--- config.mk ---
export PLATFORM = sky130hd
export DESIGN_NAME = prg_bank_decoder
export DESIGN_NICKNAME = d
export VERILOG_FILES = /design/src/rtl/prg_bank_pkg.sv /design/src/rtl/prg_bank_ctl.sv /design/src/rtl/prg_bank_dp.sv /design/src/rtl/prg_bank_decoder.sv
export SDC_FILE = /design/constraint.sdc
export NUM_CORES = 1
export LEC_CHECK = 0
export ABC_AREA = 1
export CORE_MARGIN = 8
export CORE_UTILIZATION = 67
export CTS_CLUSTER_SIZE = 40
export DETAILED_ROUTE_END_ITERATION = 8
export DONT_BUFFER_PORTS = 1
export GPL_ROUTABILITY_DRIVEN = 1
export PLACE_DENSITY = 0.89
export SLEW_MARGIN = 20
export SYNTH_ARGS = -nofsm -noshare
export SYNTH_HDL_FRONTEND = slang
export SYNTH_SLANG_ARGS = --single-unit
--- constraint.sdc ---
create_clock -name clk -period 3.6 [get_ports clk]
set_input_delay 0.54 -clock clk [delete_from_list [all_inputs] [get_ports clk]]
set_output_delay 0.54 -clock clk [all_outputs]
set_load 0.1 [all_outputs]
--- src/rtl/prg_bank_pkg.sv ---
package prg_bank_pkg;

  localparam int ADDR_W  = 16;
  localparam int REG_CNT = 4;
  localparam int IDX_W   = $clog2(REG_CNT);

  // upper nibble of the write address that selects each register file
  localparam logic [3:0] PAGE_SPACE = 4'h8;
  localparam logic [3:0] CTL_SPACE  = 4'hD;
  localparam logic [3:0] CTL_LIMIT  = 4'h6;

  typedef enum logic [1:0] {
    SZ_32K = 2'd0,
    SZ_16K = 2'd1,
    SZ_8KA = 2'd2,
    SZ_8KB = 2'd3
  } pageSize_e;

  typedef struct packed {
    logic             pageWr;
    logic             ctlWr;
    logic [IDX_W-1:0] idx;
  } wrStrobe_t;

endpackage

--- src/rtl/prg_bank_ctl.sv ---
module prg_bank_ctl
  import prg_bank_pkg::*;
(
  input  logic              wrEn,
  input  logic [ADDR_W-1:0] wrAddr,
  output wrStrobe_t         strobe
);

  logic inPageSpace;
  logic inCtlSpace;

  assign inPageSpace = (wrAddr[15:12] == PAGE_SPACE);
  assign inCtlSpace  = (wrAddr[15:12] == CTL_SPACE) && (wrAddr[11:8] < CTL_LIMIT);

  always_comb begin
    strobe        = '0;
    strobe.pageWr = wrEn && inPageSpace;
    strobe.ctlWr  = wrEn && inCtlSpace;
    strobe.idx    = wrAddr[IDX_W-1:0];
  end

endmodule

--- src/rtl/prg_bank_dp.sv ---
module prg_bank_dp
  import prg_bank_pkg::*;
#(
  parameter int DATA_W  = 8,
  parameter int INNER_W = 6,
  parameter int OUTER_W = 2,
  localparam int BANK_W = INNER_W + OUTER_W
) (
  input  logic              clk,
  input  logic              rstN,
  input  wrStrobe_t         strobe,
  input  logic [DATA_W-1:0] wrData,
  input  logic [2:0]        rdHigh,
  output logic [BANK_W-1:0] prgBank,
  output logic              prgHit
);

  logic [DATA_W-1:0]  pageReg [REG_CNT];
  logic [INNER_W-1:0] page    [REG_CNT];
  logic [2:0]         modeReg;
  logic               winEnReg;
  logic [OUTER_W-1:0] outerReg;

  genvar gi;
  generate
    for (gi = 0; gi < REG_CNT; gi++) begin : g_page
      always_ff @(posedge clk or negedge rstN) begin
        if (!rstN)
          pageReg[gi] <= '1;
        else if (strobe.pageWr && (strobe.idx == IDX_W'(gi)))
          pageReg[gi] <= wrData;
      end
      assign page[gi] = pageReg[gi][INNER_W-1:0];
    end
  endgenerate

  always_ff @(posedge clk or negedge rstN) begin
    if (!rstN) begin
      modeReg  <= '0;
      winEnReg <= 1'b0;
      outerReg <= '0;
    end else if (strobe.ctlWr) begin
      if (strobe.idx == IDX_W'(0)) begin
        modeReg  <= wrData[2:0];
        winEnReg <= wrData[DATA_W-1];
      end
      if (strobe.idx == IDX_W'(3))
        outerReg <= wrData[OUTER_W:1];
    end
  end

  pageSize_e          size;
  logic [INNER_W-1:0] topPage;
  logic [INNER_W-1:0] half16;
  logic [INNER_W-1:0] inner;
  logic               hit;

  assign size    = pageSize_e'(modeReg[1:0]);
  assign topPage = modeReg[2] ? page[3] : '1;
  assign half16  = rdHigh[1] ? topPage : page[1];

  always_comb begin
    inner = '0;
    hit   = 1'b0;
    if (rdHigh[2]) begin
      hit = 1'b1;
      unique case (size)
        SZ_32K:  inner = {topPage[INNER_W-3:0], rdHigh[1:0]};
        SZ_16K:  inner = {half16[INNER_W-2:0], rdHigh[0]};
        default: begin
          unique case (rdHigh[1:0])
            2'd0:    inner = page[0];
            2'd1:    inner = page[1];
            2'd2:    inner = page[2];
            default: inner = topPage;
          endcase
        end
      endcase
    end else if (rdHigh[1:0] == 2'b11 && winEnReg) begin
      hit = 1'b1;
      unique case (size)
        SZ_32K:  inner = {page[3][INNER_W-3:0], 2'b11};
        SZ_16K:  inner = {page[3][INNER_W-2:0], 1'b1};
        default: inner = page[3];
      endcase
    end
  end

  assign prgHit  = hit;
  assign prgBank = hit ? {outerReg, inner} : '0;

endmodule

--- src/rtl/prg_bank_decoder.sv ---
module prg_bank_decoder
  import prg_bank_pkg::*;
#(
  parameter int DATA_W  = 8,
  parameter int INNER_W = 6,
  parameter int OUTER_W = 2,
  localparam int BANK_W = INNER_W + OUTER_W
) (
  input  logic              clk,
  input  logic              rstN,
  input  logic              wrEn,
  input  logic [ADDR_W-1:0] wrAddr,
  input  logic [DATA_W-1:0] wrData,
  input  logic [ADDR_W-1:0] rdAddr,
  output logic [BANK_W-1:0] prgBank,
  output logic              prgHit
);

  wrStrobe_t strobe;

  prg_bank_ctl i_ctl (
    .wrEn   (wrEn),
    .wrAddr (wrAddr),
    .strobe (strobe)
  );

  prg_bank_dp #(
    .DATA_W  (DATA_W),
    .INNER_W (INNER_W),
    .OUTER_W (OUTER_W)
  ) i_dp (
    .clk     (clk),
    .rstN    (rstN),
    .strobe  (strobe),
    .wrData  (wrData),
    .rdHigh  (rdAddr[15:13]),
    .prgBank (prgBank),
    .prgHit  (prgHit)
  );

endmodule

Word level (Yosys, flattened, before mapping)

Cells that the tools add are included.

Register bits after elaboration: 30
Latch bits: 0
Bits in writable memories: 0
Bits in read-only memories: 0
Input bits: 43
Output and inout bits: 9
Word-level logic and storage cells: 40
Memories: 0

Add/sub/neg operators: 0
$mul: 0
Div/mod/pow operators: 0
Magnitude comparators: 1
Equality and inequality tests: 9
Shifts and indexed selects: 0
Mux-type cells: 10
Bitwise operators: 0
Reductions and logical operators: 13

Operators with widths:

| operator           | count |
|---|---|
| $pmux 6 s2         | 2 |
| $mux 6             | 3 |
| $pmux 6 s3         | 1 |
| $eq 2x2->1 const B | 4 |
| $eq 4x4->1 const B | 2 |
| $logic_and 1x1->1  | 8 |
| $mux 8             | 1 |
| $eq 2x1->1 const B | 3 |
| $logic_not 2->1    | 3 |
| $mux 5             | 1 |
| $lt 4x3->1 const B | 1 |
| $reduce_and 2->1   | 2 |
| $mux 1             | 2 |

Logic depth before layout (Yosys ltp)

Gate-level depths: netlist (run 1).

Depth in word-level cells: 5
Depth in mapped cells: 8
Gate-level depth less buffers: 8

By module

Synthesis (run 1) repeated with hierarchy kept, for this count alone.

Cells, all modules: 253
Area, all modules: 1801.7 um^2

By module, submodules not included:

| module       | times used | cells each | area each (um^2) | seq. area each (um^2) |
|---|---|---|---|---|
| prg_bank_dp  | 1          | 239        | 1735.4           | 780.7 |
| prg_bank_ctl | 1          | 14         | 66.3             | 0.0 |

Worst setup path after synthesis (run 1)

Ideal clock, no wire load.

Path kind: in2out
From: input rdAddr[14]
To: output prgBank[0]
Data arrival time: 2.777 ns
Required time: 3.060 ns
Path slack: 0.283 ns
Stages on the path: 6
Buffers on the path: 0
Cell sequence: nand2_1 > inv_2 > nand2_2 > nand2_2 > nand3_1 > a21oi_1

Longest elaborated chain between the ends: 5
Elaborated cells on any way between the ends: 12
Classes of those cells: eq/ne: 3; mux: 7; reduce/logical: 2

RTL lines:

| element           | line                   | RTL |
|---|---|---|
| from (decl)       | prg_bank_decoder.sv:14 | `input logic [ADDR_W-1:0] rdAddr,` |
| $eq 2x2->1        | prg_bank_dp.sv:79      | `end else if (rdHigh[1:0] == 2'b11 && winEnReg) begin` |
| $logic_and 1x1->1 | prg_bank_dp.sv:79      |  |
| $mux 1            | prg_bank_dp.sv:79      |  |
| $mux 1            | prg_bank_dp.sv:65      | `if (rdHigh[2]) begin` |
| via prgHit        | prg_bank_decoder.sv:16 | `output logic prgHit` |
| $mux 8            | prg_bank_dp.sv:90      | `assign prgBank = hit ? {outerReg, inner} : '0;` |
| to (decl)         | prg_bank_decoder.sv:15 | `output logic [BANK_W-1:0] prgBank,` |

The timed path passes the listed nets, and every way through them passes these cells.

Final worst setup path (run 1)

From: register i_dp.modeReg[1]
To: output prgBank[2]

Longest elaborated chain between the ends: 5
Elaborated cells on any way between the ends: 7
Classes of those cells: eq/ne: 1; mux: 5; reduce/logical: 1

RTL lines:

| element                                              | line                                 | RTL |
|---|---|---|
| from (decl)                                          | prg_bank_dp.sv:20                    | `logic [2:0] modeReg;` |
| from (signal assigned)                               | prg_bank_dp.sv:44                    | `modeReg <= wrData[2:0];` |
| $eq 2x1->1 / $logic_not 2->1 (equally long branches) | prg_bank_dp.sv:67, prg_bank_dp.sv:81 |  |
| $pmux 6 s2                                           | prg_bank_dp.sv:81                    | `unique case (size)` |
| $mux 6                                               | prg_bank_dp.sv:79                    |  |
| $mux 6 *                                             | prg_bank_dp.sv:65                    |  |
| $mux 8 *                                             | prg_bank_dp.sv:90                    |  |

Mark *: on every way between the ends. The rest lies on a longest branch, timed or not.

==> impl_results.md, run 1 <==
- Total cell area at the placement stage: 1830 µm²
- Initial antenna violation count: 0
- Yosys warns: 0
- Synth Cell Area: 1820 µm²
- Critical Path Sink Type: output pin
- Kind of start point of the critical path: flip-flop
- Average vias per placed instance: 5.51
- Setup_tns: 0 ns
- Final count of negative-setup-slack endpoints: 0
- Die W: 68.1 µm
- Min-Delay Path Class: in -> async
- Clock latency on the worst-skew pair: 0.32 ns
- Placed cell count: 279
- Number of buffers added on ports: 0
- Number of I/O pins: 52
- Maximum net fanout on the critical path: 10
- Primary flip-flop cell chosen by synthesis mapping: sky130_fd_sc_hd__dfstp_2
- # fillers: 220
- Sink Count: 30
- Post-route clock period utilization: 76.2%
- Routed Wire Length: 3.97 mm
- Number of instances resized during post-cts repair: 0
- CTS H-tree depth: 2
- Number of global-route vias before repair: 1501
- Overflow after GRT: 0
- Iteration-0 DRC count of the detailed router: 157
- Worst Clk Skew: 0 ns
- Number of CTS-inserted buffers: 5
- Seq cells post-synth: 30
- Worst-case clock buffer depth: 2
- Most common cell in the netlist: sky130_fd_sc_hd__nand2_1
- Setup Crit Path Kind: reg -> out
- Die area: 4640 µm²
- Post-Syn Nets: 294
- Top cells by area in the synthesized netlist: sky130_fd_sc_hd__dfstp_2 (35%), sky130_fd_sc_hd__nand2_1 (19%), sky130_fd_sc_hd__dfrtp_1 (8.2%)
- Number of library cell types mapped by synthesis: 24
- Power Dens Cells: 427 nW/µm²
- Buffers inserted by post-CTS timing repair: 0
- Cell at the slowest stage of the critical path: sky130_fd_sc_hd__nand2_1
- Critical path's largest stage delay: 0.66 ns
- Initial core utilization: 68.4%
- Part of the Yosys area used for sequential elements: 42.9%
- Area added between synthesis and finish: 4.53%
- Cells along the critical path: inv_2 > nand2_1 > a21oi_1 > a21oi_1 > nand2_1 > nand2_1
- Placeable core area: 2660 µm²
- N_diodes: 0
- Post-detail-place hpwl: 2.99 mm
- Layout cells sized above 1: 21.8%
- Length of the first detailed-routing pass in iterations: 5
- Post-Syn Area per Cell: 7.26 µm²
- Async set-reset flop share out of synthesis: 100%
- Worst-Margin Slew: 0.908 ns
- Total count of hold-check failures in the final report: 0
- # DRC: 0
- Vertical die dimension: 68.1 µm
- Most frequent cell on the critical path: sky130_fd_sc_hd__nand2_1
- Post-synth EDFFs: 0
- Setup repair after global routing missed its margin: no
- Global-route usage over all layers: 19.6%
- Largest net degree at the start of global routing: 26
- IR Drop Worst-Case VDD: 0.430 mV
- Status: finished clean
- Min Tclk post-route: 2.74 ns
- Total number of vias: 1587
- Achievable Freq: 0.365 GHz
- Final instance count without filler cells: 288
- Combined buffer and inverter count along the critical path: 1
- Wire length of the first global-routing pass: 6.98 mm
- Number of core rows: 19
- NumNets Final: 299
- TritonCTS clock tree: yes
- Area fraction of the dominant cell type after synthesis: 34.6%
- Signal arrival time at the worst endpoint: 2.20 ns
- Post-route standard cell area excluding fillers: 1900 µm²
- Post-CTS Hold Fix Bufs: 1
- Average wire per standard cell: 13.8 µm
- Root buf cell: sky130_fd_sc_hd__clkbuf_4
- Routability Congestion: 0.890
- Library cell with the largest summed area after synthesis: sky130_fd_sc_hd__dfstp_2
- Top Family by Delay on Critical Path: simple AND/OR/NAND/NOR gates
- Post-synthesis cell count: 251
- Leakage: 0.838 nW
- Most instantiated cells after synthesis: sky130_fd_sc_hd__nand2_1 (93), sky130_fd_sc_hd__inv_1 (31), sky130_fd_sc_hd__dfstp_2 (24)
- Final slew viol count: 0
- # Max-Cap Violations: 0
- Post-detailed-route count of antenna-violating nets: 0
- Worst slew margin relative to its limit: 39.3%
- Data required time of the critical path: 3.06 ns
- Post-CTS clock slew at the launch and capture registers of the worst setup and hold paths: 0.09 ns
-- path summary, 6_finish.rpt --
| path | cells past startpoint | endpoint | from | slack, ns |
|---|---|---|---|---|
| min in group clk | 2 | i_dp.winEnReg | wrData[7] | 0.35 |
| setup / recovery | 6 | prgBank[2] | i_dp.modeReg[1] | 0.86 |
| hold reg to reg | 2 | i_dp.page[20] | i_dp.page[20] | 0.48 |
| setup reg to reg | 2 | i_dp.modeReg[1] | i_dp.modeReg[1] | 2.74 |
| hold / removal | 0 | i_dp.page[19] | rstN | 0.05 |
| max in group asynchronous | 1 | i_dp.outerReg[0] | rstN | 2.83 |
-- metal layers --
layer	part of all wire [%]	GRT usage, %	up-vias
met2	48	31.4	47
li1	-	-	808
met4	0.78	5.37	0
met3	7.5	5.24	6
met1	44	25.6	726
met5	0	0	-
-- cells by family (layout without fill, tap and decap cells) --
logic type / Yosys count / count (layout) / share of synthesized area, %
simple gates: 129 / 129 / 30.6
compound gates: 53 / 53 / 16.6
buf+inv: 39 / 45 / 9.96
flops: 30 / 30 / 42.9
-- cell type report --
type                       count  area (µm²)  share of cell area, %
sequential                    30         781                   41.0
clock buffer                   7        55.1                   2.89
inverter                      33         124                   6.50
clock inverter                 1        5.00                  0.263
timing repair buffer           4        32.5                   1.71
multi-input combinational    182         868                   45.6
tap                           31        38.8                   2.04
-- flip-flops by register name, indices dropped and copies added (netlist names) --
name,cells
i_dp.outerReg,2
i_dp.modeReg,3
i_dp.winEnReg,1
i_dp.page,24
-- layout by cell type (no fill, tap or decap), drive strengths merged --
cell         count
dlygate4sd3      1
nor3             1
or2              1
dfrtp            6
o211ai           1
a22oi            1
dfstp           24
clkinv           1
nand2           96
a21oi           12
buf              3
nand4            2
o21ai           38
inv             33
o221ai           1
clkbuf           7
nand3           13
nor2            16
-- stage by stage --
| step | util, % | hold WS (ns) | worst slack, ns | power, mW |
|---|---|---|---|---|
| floorplan | - | 0.244 | 0.283 | 0.581 |
| global placement | 68.9 | 0.245 | 1.16 | 0.604 |
| detailed placement | 68.9 | 0.245 | 1.18 | 0.610 |
| CTS | 71.5 | 0.0354 | 0.859 | 0.820 |
| global route | 71.5 | 0.0167 | 0.666 | 0.862 |
| finish | 71.5 | 0.0485 | 0.857 | 0.813 |
-- report_power, final --
part / switching (mW) / leakage, nW / internal, mW
combinational: 0.127 / 0.471 / 0.0476
sequential: 0.0306 / 0.332 / 0.403
clock: 0.110 / 0.0353 / 0.0945
Note: power is estimated with default switching activity, not from simulation.
==> run 2: changes to the inputs <==
--- a/config.mk
+++ b/config.mk
@@ -7,12 +7,12 @@
 export LEC_CHECK = 0
 export ABC_AREA = 1
 export CORE_MARGIN = 8
-export CORE_UTILIZATION = 67
+export CORE_UTILIZATION = 62
 export CTS_CLUSTER_SIZE = 40
 export DETAILED_ROUTE_END_ITERATION = 8
 export DONT_BUFFER_PORTS = 1
 export GPL_ROUTABILITY_DRIVEN = 1
-export PLACE_DENSITY = 0.89
+export PLACE_DENSITY = 0.84
 export SLEW_MARGIN = 20
 export SYNTH_ARGS = -nofsm -noshare
 export SYNTH_HDL_FRONTEND = slang
==> constraint.sdc (replaced) <==
create_clock -name clk -period 2.86 [get_ports clk]
set_input_delay 0.429 -clock clk [delete_from_list [all_inputs] [get_ports clk]]
set_output_delay 0.429 -clock clk [all_outputs]
set_load 0.1 [all_outputs]
==> run 2 against run 1 <==
  * Cell count increased by 2.4%
  * Global-route usage decreased by 2.9 points
  * Via count increased by 0.13%
  * Combinational power increased by 35%
  * Critical path type unchanged
  * Critical path depth increased by 1
  * Flip-flop and latch count unchanged
==> impl_results.md, run 2 (synthesized netlist as in run 1, its figures left out) <==
- Post-detail-place hpwl: 2.92 mm
- Clock latency on the worst-skew pair: 0.32 ns
- Achievable Freq: 0.433 GHz
- Most common library cell in the layout ignoring fill and taps: sky130_fd_sc_hd__nand2_1
- Die W: 70.2 µm
- Average vias per placed instance: 5.39
- Die area: 4930 µm²
- Placed cell count: 285
- Number of I/O pins: 52
- # DRC: 0
- TritonCTS clock tree: yes
- Min Tclk post-route: 2.31 ns
- Register area: 781 µm²
- Placeable core area: 2780 µm²
- Setup_tns: 0 ns
- Final count of negative-setup-slack endpoints: 0
- IR Drop Worst-Case VDD: 0.492 mV
- Vertical die dimension: 70.2 µm
- Post-CTS clock slew at the launch and capture registers of the worst setup and hold paths: 0.09 ns
- Kind of start point of the critical path: flip-flop
- Power Dens Cells: 528 nW/µm²
- Iteration-0 DRC count of the detailed router: 105
- Sw power: 344 µW
- Net switching fraction of the power: 33.1%
- Power Internal: 696 µW
- Commonest cells after routing, fill and taps aside: sky130_fd_sc_hd__nand2_1 (93), sky130_fd_sc_hd__inv_1 (31), sky130_fd_sc_hd__dfstp_2 (24)
- Post-detailed-route count of antenna-violating nets: 0
- N_diodes: 0
- Flip-flop count of the largest register, all copies and words added: 24
- CTS H-tree depth: 2
- Final slew viol count: 0
- Worst slew margin relative to its limit: 71.8%
- Combinational group share of total power: 22.7%
- Routed Wire Length: 3.95 mm
- Critical Path Sink Type: output pin
- Area occupied by multi-input gates: 868 µm²
- Buffers inserted by post-CTS timing repair: 0
- Sequential cell fraction of total power: 52.4%
- Worst-case clock buffer depth: 2
- Least setup slack across all paths after layout: 0.548 ns
- Final instance count without filler cells: 295
- Setup Crit Path Kind: reg -> out
- Total cell area at the placement stage: 1880 µm²
- Total count of hold-check failures in the final report: 0
- Routability Congestion: 0.900
- Data required time of the critical path: 2.43 ns
- Worst Clk Skew: 0 ns
- Initial core utilization: 65.5%
- Setup WS pre-CTS: 0.905 ns
- Clock share of power: 24.8%
- NumNets Final: 306
- Number of core rows: 19
- Average wire per standard cell: 13.4 µm
- Post-route standard cell area excluding fillers: 1970 µm²
- Sink Count: 30
- Number of CTS-inserted buffers: 5
- Root buf cell: sky130_fd_sc_hd__clkbuf_4
- Min-Delay Path Class: in -> reg
- Wire length of the first global-routing pass: 6.91 mm
- Largest net degree at the start of global routing: 31
- # fillers: 233
- Post-route clock period utilization: 80.8%
- Leakage: 0.876 nW
- Worst-Margin Slew: 0.424 ns
- Overflow after GRT: 0
- Global-route usage over all layers: 16.7%
- Number of buffers added on ports: 0
- Area added between synthesis and finish: 8.10%
- # Max-Cap Violations: 0
- Total design power: 1.04 mW
- Signal arrival time at the worst endpoint: 1.88 ns
- Maximum net fanout on the critical path: 10
- Total number of vias: 1589
- Setup repair after global routing missed its margin: no
- Layout cells sized above 1: 23.9%
- Length of the first detailed-routing pass in iterations: 4
- Number of global-route vias before repair: 1557
- Status: finished clean
- Initial antenna violation count: 0
## run 2: changes by cell type in the layout (fill, tap and decap cells not counted)
| cell | change |
|---|---|
| sky130_fd_sc_hd__buf_12 | +1 |
| sky130_fd_sc_hd__buf_4 | +6 |
## run 2: repair_timing
item,in CTS,in global routing
hold buffers,2,0
hold endpoints to repair,30,0
resized for setup,0,0
## run 2: final cells by class
cell class	instances	share of cell area (%)
multi-input cells	182	44.1
well taps	31	1.97
clock inverters	1	0.254
clock buffers	7	2.80
flip-flops and latches	30	39.6
inverters	33	6.29
repair buffers	11	4.96
## run 2: path summary, 6_finish.rpt
kind                                 start               end  slack, ns  depth (start not counted)
setup / recovery           i_dp.modeReg[1]        prgBank[1]       0.55                          7
max in group asynchronous             rstN      i_dp.page[9]       2.10                          2
setup reg to reg           i_dp.modeReg[1]   i_dp.modeReg[1]       2.01                          2
min in group asynchronous             rstN  i_dp.outerReg[1]       0.52                          2
hold reg to reg               i_dp.page[3]      i_dp.page[3]       0.48                          2
hold / removal                   wrData[7]     i_dp.winEnReg       0.25                          2
## run 2: critical path, stage by stage, from the launching register on
cell                      delay, ns
sky130_fd_sc_hd__dfrtp_1       0.61
sky130_fd_sc_hd__inv_2         0.16
sky130_fd_sc_hd__nand2_1       0.17
sky130_fd_sc_hd__o21ai_0       0.09
sky130_fd_sc_hd__a21oi_1       0.11
sky130_fd_sc_hd__nand2_1       0.08
sky130_fd_sc_hd__nand2_1       0.06
sky130_fd_sc_hd__buf_4         0.28
## run 2: power groups by stage
stage	combinational [mW]	clock (mW)	sequential [mW]
final	0.236	0.259	0.546
after global routing	0.265	0.284	0.552
after CTS	0.236	0.264	0.544
after detailed placement	0.223	0	0.551
after global placement	0.218	0	0.550
after floorplan	0.196	0	0.537
## run 2: routing by layer
| metal | vias up | global-route usage [%] | wire length [µm] |
|---|---|---|---|
| met5 | - | 0 | 0 |
| met3 | 8 | 5.37 | 264 |
| met2 | 46 | 26.1 | 1850 |
| li1 | 822 | - | - |
| met4 | 0 | 4.91 | 51 |
| met1 | 713 | 21.6 | 1780 |
## run 2: metrics by stage
step	hold slack, ns	utilization (%)
final	0.248	70.8
after global routing	0.250	70.8
after CTS	0.242	70.8
after detailed placement	0.134	67.6
after global placement	0.134	67.6
after floorplan	0.133	-
